## src/rtl/csar_pkg.sv

```systemverilog
package csar_pkg;
   typedef enum logic [1:0] {
      ST_IDLE = 2'd0,
      ST_CONV = 2'd1,
      ST_DONE = 2'd2
   } csar_state_e;
endpackage

```

## src/rtl/csar_seq.sv

```systemverilog
module csar_seq
   import csar_pkg::*;
#(
   parameter int NBITS = 12
) (
   input  logic             clk,
   input  logic             rst,
   input  logic             start_i,
   input  logic             cmp_vld_i,
   output logic [NBITS-1:0] sel_o,
   output logic             hold_o,
   output logic             done_o
);
   localparam int PTR_W = $clog2(NBITS);
   localparam logic [PTR_W-1:0] TOP_PTR = PTR_W'(NBITS - 1);

   csar_state_e      state_q;
   logic [PTR_W-1:0] ptr_q;
   logic             decide;
   logic             last;

   assign decide = (state_q == ST_CONV) && cmp_vld_i;
   assign last   = (ptr_q == '0);
   assign hold_o = (state_q != ST_CONV);
   assign done_o = (state_q == ST_DONE);

   for (genvar g = 0; g < NBITS; g++) begin : g_sel
      assign sel_o[g] = decide && (ptr_q == PTR_W'(g));
   end

   always_ff @(posedge clk) begin
      if (rst) begin
         state_q <= ST_IDLE;
         ptr_q   <= TOP_PTR;
      end else begin
         case (state_q)
            ST_IDLE: if (start_i) begin
               state_q <= ST_CONV;
               ptr_q   <= TOP_PTR;
            end
            ST_CONV: if (cmp_vld_i) begin
               if (last) state_q <= ST_DONE;
               else      ptr_q   <= ptr_q - 1'b1;
            end
            default: state_q <= ST_IDLE;
         endcase
      end
   end

   a_r6_done_single: assert property (@(posedge clk) disable iff (rst)
      done_o |=> !done_o);
   a_r7_start_ignored_conv: assert property (@(posedge clk) disable iff (rst)
      (state_q == ST_CONV && start_i && !(decide && last)) |=> (state_q == ST_CONV));
   a_r7_start_ignored_done: assert property (@(posedge clk) disable iff (rst)
      (state_q == ST_DONE) |=> (state_q == ST_IDLE));
   a_r2_ptr_step: assert property (@(posedge clk) disable iff (rst)
      (decide && !last) |=> (ptr_q == $past(ptr_q) - 1'b1));
   a_r2_one_select: assert property (@(posedge clk) disable iff (rst)
      $onehot0(sel_o));
endmodule

```

## src/rtl/csar_split_slice.sv

```systemverilog
module csar_split_slice (
   input  logic       clk,
   input  logic       rst,
   input  logic       hold_i,
   input  logic       sel_i,
   input  logic       cmp_i,
   output logic [1:0] p_sw_o,
   output logic [1:0] n_sw_o
);
   localparam logic [1:0] PAIR_REST = 2'b01;

   always_ff @(posedge clk) begin
      if (rst || hold_i) begin
         p_sw_o <= PAIR_REST;
         n_sw_o <= PAIR_REST;
      end else if (sel_i) begin
         p_sw_o <= {2{~cmp_i}};
         n_sw_o <= {2{cmp_i}};
      end
   end

   a_r3_pair_merged: assert property (@(posedge clk) disable iff (rst)
      sel_i |=> (p_sw_o[0] == p_sw_o[1]) && (n_sw_o[0] == n_sw_o[1]) && (p_sw_o != n_sw_o));
   a_r1_pair_rest: assert property (@(posedge clk) disable iff (rst)
      hold_i |=> (p_sw_o == PAIR_REST) && (n_sw_o == PAIR_REST));
   a_r2_pair_quiet: assert property (@(posedge clk) disable iff (rst)
      (!hold_i && !sel_i) |=> $stable({p_sw_o, n_sw_o}));
endmodule

```

## src/rtl/csar_mono_slice.sv

```systemverilog
module csar_mono_slice #(
   parameter bit FALLING = 1'b0
) (
   input  logic clk,
   input  logic rst,
   input  logic hold_i,
   input  logic sel_i,
   input  logic cmp_i,
   output logic p_sw_o,
   output logic n_sw_o
);
   localparam logic REST = FALLING;

   if (FALLING) begin : g_fall
      always_ff @(posedge clk) begin
         if (rst || hold_i) begin
            p_sw_o <= REST;
            n_sw_o <= REST;
         end else if (sel_i) begin
            if (cmp_i) p_sw_o <= 1'b0;
            else       n_sw_o <= 1'b0;
         end
      end
      a_r4_single_fall: assert property (@(posedge clk) disable iff (rst)
         sel_i |=> ($countones({p_sw_o, n_sw_o}) == 1));
   end else begin : g_rise
      always_ff @(posedge clk) begin
         if (rst || hold_i) begin
            p_sw_o <= REST;
            n_sw_o <= REST;
         end else if (sel_i) begin
            if (cmp_i) n_sw_o <= 1'b1;
            else       p_sw_o <= 1'b1;
         end
      end
      a_r5_single_rise: assert property (@(posedge clk) disable iff (rst)
         sel_i |=> ($countones({p_sw_o, n_sw_o}) == 1));
   end

   a_r1_mono_rest: assert property (@(posedge clk) disable iff (rst)
      hold_i |=> (p_sw_o == REST) && (n_sw_o == REST));
   a_r2_mono_quiet: assert property (@(posedge clk) disable iff (rst)
      (!hold_i && !sel_i) |=> $stable({p_sw_o, n_sw_o}));
endmodule

```

## src/rtl/csar_ctrl.sv

```systemverilog
module csar_ctrl #(
   parameter int NBITS = 12,
   parameter int N_CM  = 2
) (
   input  logic                  clk,
   input  logic                  rst,
   input  logic                  start_i,
   input  logic                  cmp_i,
   input  logic                  cmp_vld_i,
   output logic [2*N_CM-1:0]     split_p_o,
   output logic [2*N_CM-1:0]     split_n_o,
   output logic [NBITS-N_CM-1:0] mono_p_o,
   output logic [NBITS-N_CM-1:0] mono_n_o,
   output logic [NBITS-1:0]      result_o,
   output logic                  done_o
);
   localparam int N_MONO = NBITS - N_CM;
   localparam int FALL_BIT = N_MONO - 1;

   if (N_CM < 1 || NBITS < N_CM + 2) begin : g_bad_cfg
      $error("csar_ctrl: need N_CM >= 1 and NBITS >= N_CM + 2");
   end

   logic [NBITS-1:0] sel;
   logic             hold;
   logic [NBITS-1:1] code_q;

   csar_seq #(.NBITS(NBITS)) u_seq (
      .clk       (clk),
      .rst       (rst),
      .start_i   (start_i),
      .cmp_vld_i (cmp_vld_i),
      .sel_o     (sel),
      .hold_o    (hold),
      .done_o    (done_o)
   );

   for (genvar j = 0; j < N_CM; j++) begin : g_split
      csar_split_slice u_pair (
         .clk    (clk),
         .rst    (rst),
         .hold_i (hold),
         .sel_i  (sel[N_MONO + j]),
         .cmp_i  (cmp_i),
         .p_sw_o (split_p_o[2*j +: 2]),
         .n_sw_o (split_n_o[2*j +: 2])
      );
   end

   for (genvar b = 0; b < N_MONO; b++) begin : g_mono
      csar_mono_slice #(.FALLING(b == FALL_BIT)) u_cap (
         .clk    (clk),
         .rst    (rst),
         .hold_i (hold),
         .sel_i  (sel[b]),
         .cmp_i  (cmp_i),
         .p_sw_o (mono_p_o[b]),
         .n_sw_o (mono_n_o[b])
      );
   end

   for (genvar b = 1; b < NBITS; b++) begin : g_code
      always_ff @(posedge clk) begin
         if (sel[b]) code_q[b] <= cmp_i;
      end
   end

   always_ff @(posedge clk) begin
      if (rst)         result_o <= '0;
      else if (sel[0]) result_o <= {code_q, cmp_i};
   end

   a_r6_result_held: assert property (@(posedge clk) disable iff (rst)
      done_o |=> $stable(result_o));
   a_r6_done_after_lsb: assert property (@(posedge clk) disable iff (rst)
      sel[0] |=> done_o);
endmodule

```

## config.mk

```make
export PLATFORM = sky130hd
export DESIGN_NAME = csar_ctrl
export DESIGN_NICKNAME = d
export VERILOG_FILES = /design/src/rtl/csar_pkg.sv /design/src/rtl/csar_seq.sv /design/src/rtl/csar_split_slice.sv /design/src/rtl/csar_mono_slice.sv /design/src/rtl/csar_ctrl.sv
export SDC_FILE = /design/constraint.sdc
export NUM_CORES = 1
export LEC_CHECK = 0
export BUFFER_PORTS_ARGS = -buffer_cell sky130_fd_sc_hd__buf_2
export CORE_MARGIN = 3
export CORE_UTILIZATION = 35
export CTS_BUF_LIST = sky130_fd_sc_hd__clkbuf_8
export CTS_CLUSTER_SIZE = 24
export DETAILED_ROUTE_END_ITERATION = 16
export PLACE_DENSITY_LB_ADDON = 0.12
export SLEW_MARGIN = 15
export SYNTH_ARGS = -nofsm -noshare
export SYNTH_HDL_FRONTEND = slang
export SYNTH_SLANG_ARGS = --single-unit
```

## constraint.sdc

```tcl
create_clock -name clk -period 3.8 [get_ports clk]
set_input_delay 0.57 -clock clk [delete_from_list [all_inputs] [get_ports clk]]
set_output_delay 0.57 -clock clk [all_outputs]
set_load 0.05 [all_outputs]
```

==> impl_metrics.yaml, run 1 <==
global_route:
  grt_pass1_vias: 1754
  track_usage_pct: 15.50
  grt_max_degree: 27
  grt_pass1_wl_um: 9073
  grt_overflow: 0
  antenna_found_initial: 0
critical_path:
  cp.required_ns: 3.23
  crit_type: "reg -> out"
  start_kind: "flip-flop"
  cp_slowest_cell: "dfxtp_1"
  crit_path_cell_trace: "nor2b_1 > buf_2"
  crit_fanout: 16
  r2r.worst_path.cells: 3
  ff2ff_setup_slack_ns: 1.84
  r2r-end: "u_seq.ptr_q[0]"
  crit_path_end_kind: "output pin"
  arrival_ns: 1.45
  r2r-start: "u_seq.state_q[0]"
  max_stage_delay_ns: 0.67
timing:
  tns_ns: 0
  layout_worst_path_cycle_share_pct: 53.28
  slew_headroom_pct: 45.59
  max_freq_ghz: 0.4939
  rsz0062_at_grt: "no"
  slew_violations: 0
  timing.hold.ws_ns: 0.4512
  skew_ns: 0.01215
  setup-violations-final: 0
  layout_setup_ws_ns: 1.775
  min_period_ns: 2.025
  finalHoldViolations: 0
  worst_slew_pin_slew_ns: 0.8162
place:
  finalWeightedCongestion: 0.6900
  io_buffers: 45
  place_ws_ns: 1.606
  dp_hpwl_um: 3506
final_layout:
  diodes: 0
  post-route-util_pct: 41.26
  fill_cells: 671
  drive_above_1_share_pct: 23.72
  nNetsFinal: 278
  areaGrowthSynthToFinish_pct: 12.09
pwr:
  swShare_pct: 22.60
  ir_drop_uv: 271.7
  p_seq_share_pct: 51.2
  clkPwrFrac_pct: 44.2
  netSwitchingPower_uw: 276.4
  power.internal_uw: 946.4
  power.density_nw_per_um2: 456.2
  combPwrFrac_pct: 4.7
  p_leak_nw: 1.014
floorplan:
  core_area_um2: 6495
  die-width_um: 88.66
  die_area_um2: 7860
  start_util_pct: 36.81
  die_y_um: 88.66
  rows: 29
  io_pins: 46
synth:
  ys_seq_area_share_pct: 52.33
  synth_top_family_by_area: "simple AND/OR/NAND/NOR gates"
  synth_cell_types: 38
  synth_xor_xnor_area_share_pct: 0
  yosys.area_share.simple_pct: 19.62
  synth_adder_area_share_pct: 2.093
  muxShareOfSynthArea_pct: 0.8373
  synth.cell_area_um2: 2391
  syn_nets: 262
  synth_compound_area_share_pct: 14.60
  syn_area_per_cell_um2: 9.451
  synth_flop_cell: "dfxtp_1"
  synth-seq-cells: 57
  ys_warn_count: 0
  syn_inst: 253
  async_flop_share_pct: 0
  synth_edf_count: 11
clock_tree:
  cts.sinks: 57
  cts.clk_slew.worst_paths_ns: 0.06
  numCtsBuffers: 9
  cts_root_buf: "clkbuf_8"
  clkLatencyLatePin_ns: 0.33
  ctsLongestPathBuffers: 2
  cts_tree: "yes"
  post-cts-setup-buffers: 0
  post_cts_resized: 0
  htree_levels: 3
  hold_buffers: 0
routing:
  ant_nets: 0
  wire_per_inst_um: 15.58
  drt_iter0_drc: 99
  drc: 0
  routed_wl_um: 5470
  drtPass1Iterations: 5
  num_vias: 1813
  vias_per_cell: 5.165
worst_hold_path:
  hold_depth: 2
  holdCritStartpoint: "g_mono[0].u_cap.n_sw_o"
  hold_class: "reg -> reg"
  holdPathEnd: "g_mono[0].u_cap.n_sw_o"
run:
  maxCapViolations: 0
run_status:
  status: "finished, final reports clean"
==> metrics by stage <==
stage	std cells	instance area, um^2	power (mW)
floorplan	253	2391	0.6794
global placement	335	2484	0.6964
detailed placement	335	2484	0.6961
CTS	351	2674	1.242
global route	351	2680	1.279
finish	351	2680	1.223
==> power groups by stage <==
stage / registers [mW] / logic (mW) / clock network [mW]
after global placement: 0.639 / 0.0575 / 0
final: 0.626 / 0.0570 / 0.540
after CTS: 0.626 / 0.0573 / 0.559
after detailed placement: 0.639 / 0.0572 / 0
after global routing: 0.626 / 0.0637 / 0.589
after floorplan: 0.639 / 0.0404 / 0
==> state kept, by name, summed over array words and instances, names as in the netlist <==
register,count
u_seq.ptr_q,4
result_o,12
g_split.u_pair.p_sw_o,4
code_q,11
g_split.u_pair.n_sw_o,4
g_mono.u_cap.n_sw_o,10
g_mono.u_cap.p_sw_o,10
u_seq.state_q,2
==> synth_stat cells (all sizes together), types with 3 or more instances <==
cell type  count  share of area, %
nor3           5               1.0
buf           26               7.5
a31oi         13               3.4
dfxtp         46                39
nand2          6              0.94
clkbuf        15               2.4
and2           4               1.0
ha             4               2.1
o21ai         21               4.4
inv            3              0.47
edfxtp        11                14
nor2          30               4.7
nor4           3               1.0
a21oi         17               3.6
nand3         20               4.2
==> cells in the final DEF, fill, tap and decap left out, types with 2 or more instances in the layout <==
master / count
a21oi_1: 17
a31oi_1: 13
a41oi_1: 2
and2_1: 4
buf_2: 45
clkbuf_8: 10
clkinv_2: 3
dfxtp_1: 46
edfxtp_1: 11
ha_1: 4
inv_1: 5
mux2i_1: 2
nand2_1: 6
nand2b_1: 2
nand3_1: 20
nand4bb_1: 2
nor2_1: 30
nor2b_1: 2
nor3_1: 5
nor4_1: 2
o21a_1: 2
o21ai_0: 8
o21ai_1: 13
o31ai_1: 2
or4b_1: 2
==> worst max path at each step <==
stage               slack, ns        endpoint        startpoint
finish                   1.78          done_o  u_seq.state_q[1]
global route             1.65          done_o  u_seq.state_q[1]
CTS                      1.77          done_o  u_seq.state_q[1]
detailed placement       1.61  u_seq.ptr_q[0]               rst
global placement         1.64  u_seq.ptr_q[0]               rst
floorplan                1.79          done_o  u_seq.state_q[1]
==> kinds of logic after synthesis <==
| logic type | count (synthesis) |
|---|---|
| adder cells (fa/ha/maj) | 4 |
| buffers and inverters | 45 |
| AO/OA/AOI/OAI | 61 |
| AND/OR/NAND/NOR | 84 |
| multiplexers | 2 |
| flip-flops | 57 |
==> final cells by class <==
class | count | area (um^2) | area share, %
well taps | 77 | 96.34 | 3.595
clock inverters | 6 | 52.55 | 1.961
multi-input cells | 151 | 894.6 | 33.38
clock buffers | 10 | 137.6 | 5.135
repair buffers | 46 | 232.7 | 8.683
inverters | 4 | 15.01 | 0.5602
flip-flops and latches | 57 | 1251 | 46.69
==> critical path: cells and delay by family (launching register included) <==
family / cells / cell delay [ns]
and+or+nand+nor: 1 / 0.19
buffers and inverters: 1 / 0.27
DFF: 1 / 0.67
==> routing by layer <==
layer	share of wire [%]	track usage, %
met5	0	0
met4	0.57	4.945
met3	2.6	5.587
met2	49	24.02
met1	48	20.13
Note: power is estimated with default switching activity, not from simulation.
==> run 2, diff against run 1 <==
==> constraint.sdc (replaced) <==
create_clock -name clk -period 1.7 [get_ports clk]
set_input_delay 0.255 -clock clk [delete_from_list [all_inputs] [get_ports clk]]
set_output_delay 0.255 -clock clk [all_outputs]
set_load 0.05 [all_outputs]
==> run 2 against run 1 <==
Clock power grew 94%. Worst hold slack lost 0.27 ns. Sequential cell count is the same. Combinational power grew to 2.8 times the previous value. Non-clock buffer count grew 18. Final cell count grew 5.1%. Design area grew 4.1%. Critical endpoint is now u_seq.ptr_q[3]. Largest power group unchanged.
==> impl_metrics.yaml, run 2 (synthesis gave the netlist of run 1 again) <==
floorplan:
  die-width_um: 88.66
  rows: 29
  core_area_um2: 6495
  die_y_um: 88.66
  io_pins: 46
  start_util_pct: 36.81
  die_area_um2: 7860
timing:
  layout_worst_path_cycle_share_pct: 94.89
  min_period_ns: 1.613
  finalHoldViolations: 0
  tns_ns: 0
  timing.hold.ws_ns: 0.1847
  worst_slew_pin_slew_ns: 0.3349
  slew_violations: 0
  setup-violations-final: 0
  layout_setup_ws_ns: 0.08688
  skew_ns: 0.007126
  slew_headroom_pct: 77.54
  max_freq_ghz: 0.6199
pwr:
  fin_total_pwr_mw: 2.606
  ir_drop_uv: 411.6
  power.density_nw_per_um2: 934.1
  p_leak_nw: 1.089
critical_path:
  arrival_ns: 1.86
  crit_path_end_kind: "flip-flop"
  endpoint: "u_seq.ptr_q[3]"
  r2r-end: "u_seq.ptr_q[3]"
  crit_start: "u_seq.ptr_q[1]"
  crit_path_cell_trace: "inv_1 > ha_1 > nor4bb_2 > or3_1 > a211oi_1"
  crit_fanout: 6
  r2r.worst_path.cells: 5
  start_kind: "flip-flop"
  cp.required_ns: 1.95
  cp_slowest_cell: "dfxtp_1"
  r2r-start: "u_seq.ptr_q[1]"
  crit_type: "reg -> reg"
  ff2ff_setup_slack_ns: 0.09
  max_stage_delay_ns: 0.41
run:
  maxCapViolations: 0
clock_tree:
  ctsLongestPathBuffers: 2
  post-cts-setup-buffers: 0
  post_cts_resized: 0
  htree_levels: 3
  numCtsBuffers: 9
  cts_root_buf: "clkbuf_8"
  cts.sinks: 57
  cts.clk_slew.worst_paths_ns: 0.06
  hold_buffers: 0
  cts_tree: "yes"
  clkLatencyLatePin_ns: 0.33
final_layout:
  areaGrowthSynthToFinish_pct: 16.69
  post-route-util_pct: 42.96
  fin_cells: 369
  drive_above_1_share_pct: 28.42
  reg.largest.list: "result_o: 12 flops, code_q: 11 flops"
  fin_area_um2: 2790
  largest_reg_flops: 12
  final_common_cell: "dfxtp_1"
  diodes: 0
  nNetsFinal: 296
  final_cell_mix: "dfxtp_1, buf_2, nor2_1, nand3_1, buf_4"
  top_register: "result_o"
global_route:
  grt_max_degree: 26
  grt_pass1_wl_um: 9508
  track_usage_pct: 15.99
  grt_pass1_vias: 1947
  antenna_found_initial: 0
  grt_overflow: 0
routing:
  vias_per_cell: 5.111
  drtPass1Iterations: 4
  routed_wl_um: 5655
  wire_per_inst_um: 15.33
  num_vias: 1886
  drt_iter0_drc: 92
  drc: 0
  ant_nets: 0
place:
  placed_cell_area_um2: 2619
  place_ws_ns: 0.1199
  dp.cells: 353
  finalWeightedCongestion: 0.8139
  io_buffers: 45
  dp_hpwl_um: 3796
worst_hold_path:
  hold_class: "in -> reg"
run_status:
  status: "finished, final reports clean"
-- run 2: cell count changes in the layout (fill, tap and decap cells not counted), sizes merged --
| cell | before | now |
|---|---|---|
| clkinv | 4 | 5 |
| bufinv | 1 | 0 |
| buf | 46 | 64 |
-- run 2: how the worst min path moves through the flow --
stage / start / endpoint / slack (ns) / cells past startpoint
floorplan: cmp_i / code_q[10] / 0.35 / 0
global placement: g_mono[0].u_cap.n_sw_o / g_mono[0].u_cap.n_sw_o / 0.44 / 2
detailed placement: g_mono[0].u_cap.n_sw_o / g_mono[0].u_cap.n_sw_o / 0.44 / 2
CTS: start_i / u_seq.ptr_q[2] / 0.16 / 2
global route: start_i / u_seq.ptr_q[2] / 0.19 / 2
finish: start_i / u_seq.ptr_q[2] / 0.18 / 2
-- run 2: critical path, delay by kind of cell, from the launching register on --
family,cells,cell delay (ns)
AND/OR/NAND/NOR,2,0.58
flip-flops,1,0.41
adder cells (fa/ha/maj),1,0.24
AO/OA/AOI/OAI,1,0.21
buffers and inverters,1,0.09
-- run 2: metal layers --
metal,vias to the layer above,part of all wire (%),track usage [%]
met3,9,4.3,5.214
li1,947,-,-
met5,-,0,0
met4,0,1.6,7.418
met2,41,48,25.91
met1,889,46,19.20
-- run 2: layout make-up --
cell class / instances / area [um^2]
clock buffer: 10 / 137.6
clock inverter: 6 / 26.28
fill: 658 / 3705
inverter: 4 / 15.01
multi-input combinational: 151 / 895.9
sequential: 57 / 1251
tap: 77 / 96.34
timing repair buffer: 64 / 367.9
-- run 2: power breakdown --
part           leakage (nW)  switching [mW]  internal, mW
registers             0.470         0.00704          1.38
clock network        0.0959           0.511         0.544
logic                 0.523           0.107        0.0525
total                  1.09           0.625          1.98
==> run 3, diff against run 2 <==
--- a/config.mk
+++ b/config.mk
@@ -6,9 +6,10 @@
 export NUM_CORES = 1
 export LEC_CHECK = 0
 export BUFFER_PORTS_ARGS = -buffer_cell sky130_fd_sc_hd__buf_2
+export CORE_ASPECT_RATIO = 1.4
 export CORE_MARGIN = 3
 export CORE_UTILIZATION = 35
-export CTS_BUF_LIST = sky130_fd_sc_hd__clkbuf_8
+export CTS_BUF_LIST = sky130_fd_sc_hd__clkbuf_4
 export CTS_CLUSTER_SIZE = 24
 export DETAILED_ROUTE_END_ITERATION = 16
 export PLACE_DENSITY_LB_ADDON = 0.12
==> run 3 against run 2 <==
Worst setup slack better by 0.059 ns. Fmax rose by 3.8%. Design area fell by 0.36%. Wire length shrank 2.0%. First-iteration DRC count fell by 21%. Worst hold slack got worse by 0.10 ns. Register-to-register slack better by 0.06 ns. Clock-buffer cell count unchanged. Sequential share of layout area up 0.21 points. Die area grew 0.17%. Sequential power barely moved.
==> impl_metrics.yaml, run 3 (synthesis gave the netlist of run 1 again) <==
worst_hold_path:
  holdCritStartpoint: "start_i"
  holdPathEnd: "u_seq.ptr_q[2]"
  hold_class: "in -> reg"
  hold_depth: 2
critical_path:
  crit_path_cell_trace: "or4b_1 > buf_4 > nor2_1"
  crit_path_end_kind: "flip-flop"
  start_kind: "flip-flop"
  cp_slowest_cell: "dfxtp_1"
  ff2ff_setup_slack_ns: 0.15
  crit_type: "reg -> reg"
  cp.required_ns: 1.81
  r2r-end: "code_q[1]"
  crit_buf_inv: 1
  critPathTopFamily: "simple AND/OR/NAND/NOR gates"
  arrival_ns: 1.66
  crit_fanout: 17
  r2r-start: "u_seq.state_q[0]"
  r2r.worst_path.cells: 3
  max_stage_delay_ns: 0.47
routing:
  met1_length_um: 2524
  wire_per_inst_um: 14.39
  drt_iter0_drc: 73
  drtPass1Iterations: 4
  wl_met2_um: 2630
  num_vias: 1911
  vias_per_cell: 4.964
  ant_nets: 0
  top_layer_used: "met4"
  routed_wl_um: 5541
  drc: 0
  wl_met3_um: 239
floorplan:
  start_util_pct: 36.16
  die_area_um2: 7873
  die-width_um: 75.86
  die_y_um: 103.8
  rows: 35
  io_pins: 46
  core_area_um2: 6613
final_layout:
  top_register: "result_o"
  nNetsFinal: 297
  areaGrowthSynthToFinish_pct: 16.27
  fill_cells: 696
  diodes: 0
  final_cell_mix: "dfxtp_1, buf_2, nor2_1, nand3_1, buf_4"
  multi_input_area_um2: 888.4
  largest_reg_flops: 12
  reg.largest.list: "result_o: 12 flops, code_q: 11 flops"
  register_area_um2: 1252
  drive_above_1_share_pct: 29.35
global_route:
  track_usage_pct: 15.63
  grt_overflow: 0
  grt_pass1_vias: 1937
  antenna_found_initial: 0
  grt_pass1_wl_um: 9494
  grt_max_degree: 25
timing:
  worst_slew_pin_slew_ns: 0.3841
  timing.hold.ws_ns: 0.08032
  setup-violations-final: 0
  finalHoldViolations: 0
  layout_setup_ws_ns: 0.1458
  tns_ns: 0
  min_period_ns: 1.554
  slew_headroom_pct: 74.28
  max_freq_ghz: 0.6434
  skew_ns: 0.009837
  slew_violations: 0
  layout_worst_path_cycle_share_pct: 91.42
  rsz0062_at_grt: "no"
clock_tree:
  cts.sinks: 57
  hold_buffers: 0
  cts_root_buf: "clkbuf_4"
  post-cts-setup-buffers: 0
  post_cts_resized: 0
  cts_tree: "yes"
  numCtsBuffers: 9
  htree_levels: 3
  ctsLongestPathBuffers: 2
  clkLatencyLatePin_ns: 0.40
  cts.clk_slew.worst_paths_ns: 0.10
pwr:
  fin_total_pwr_mw: 2.522
  ir_drop_uv: 438.0
  p_leak_nw: 1.078
  power.density_nw_per_um2: 907.2
run_status:
  status: "finished, final reports clean"
place:
  place_ws_ns: 0.1239
  finalWeightedCongestion: 0.7571
  dp_hpwl_um: 3783
  io_buffers: 45
run:
  maxCapViolations: 0
[run 3: per-layer routing]
| metal | track usage [%] | vias up |
|---|---|---|
| met1 | 20.65 | 897 |
| met2 | 23.28 | 46 |
| met4 | 8.000 | 0 |
| met3 | 3.495 | 14 |
| met5 | 0 | - |
| li1 | - | 954 |
[run 3: stage by stage]
step	util, %	instance area (um^2)	std cells
2_1_floorplan	-	2391	253
3_3_place_gp	40.00	2645	369
3_5_place_dp	40.00	2645	369
4_1_cts	42.02	2779	385
5_1_grt	42.04	2780	385
6_report	42.04	2780	385
[run 3: layout make-up]
| type | count | share of cell area, % |
|---|---|---|
| tap | 92 | 4.140 |
| inverter | 4 | 0.5401 |
| clock buffer | 10 | 2.700 |
| timing repair buffer | 65 | 13.50 |
| multi-input combinational | 151 | 31.95 |
| sequential | 57 | 45.05 |
| clock inverter | 6 | 2.115 |
[run 3: how the worst max path moves through the flow]
stage,from,to,slack [ns],depth (start not counted)
after floorplan,u_seq.state_q[1],done_o,0.007,2
after global placement,u_seq.ptr_q[1],u_seq.ptr_q[3],0.19,5
after detailed placement,u_seq.ptr_q[1],u_seq.ptr_q[3],0.12,5
after CTS,u_seq.ptr_q[1],u_seq.ptr_q[3],0.1,5
after global routing,u_seq.state_q[0],result_o[11],0.002,5
final,u_seq.state_q[0],code_q[1],0.15,3
[run 3: where the power goes]
| part | internal (mW) | switching [mW] |
|---|---|---|
| Combinational | 0.0522 | 0.106 |
| Sequential | 1.38 | 0.00749 |
| Clock | 0.457 | 0.516 |
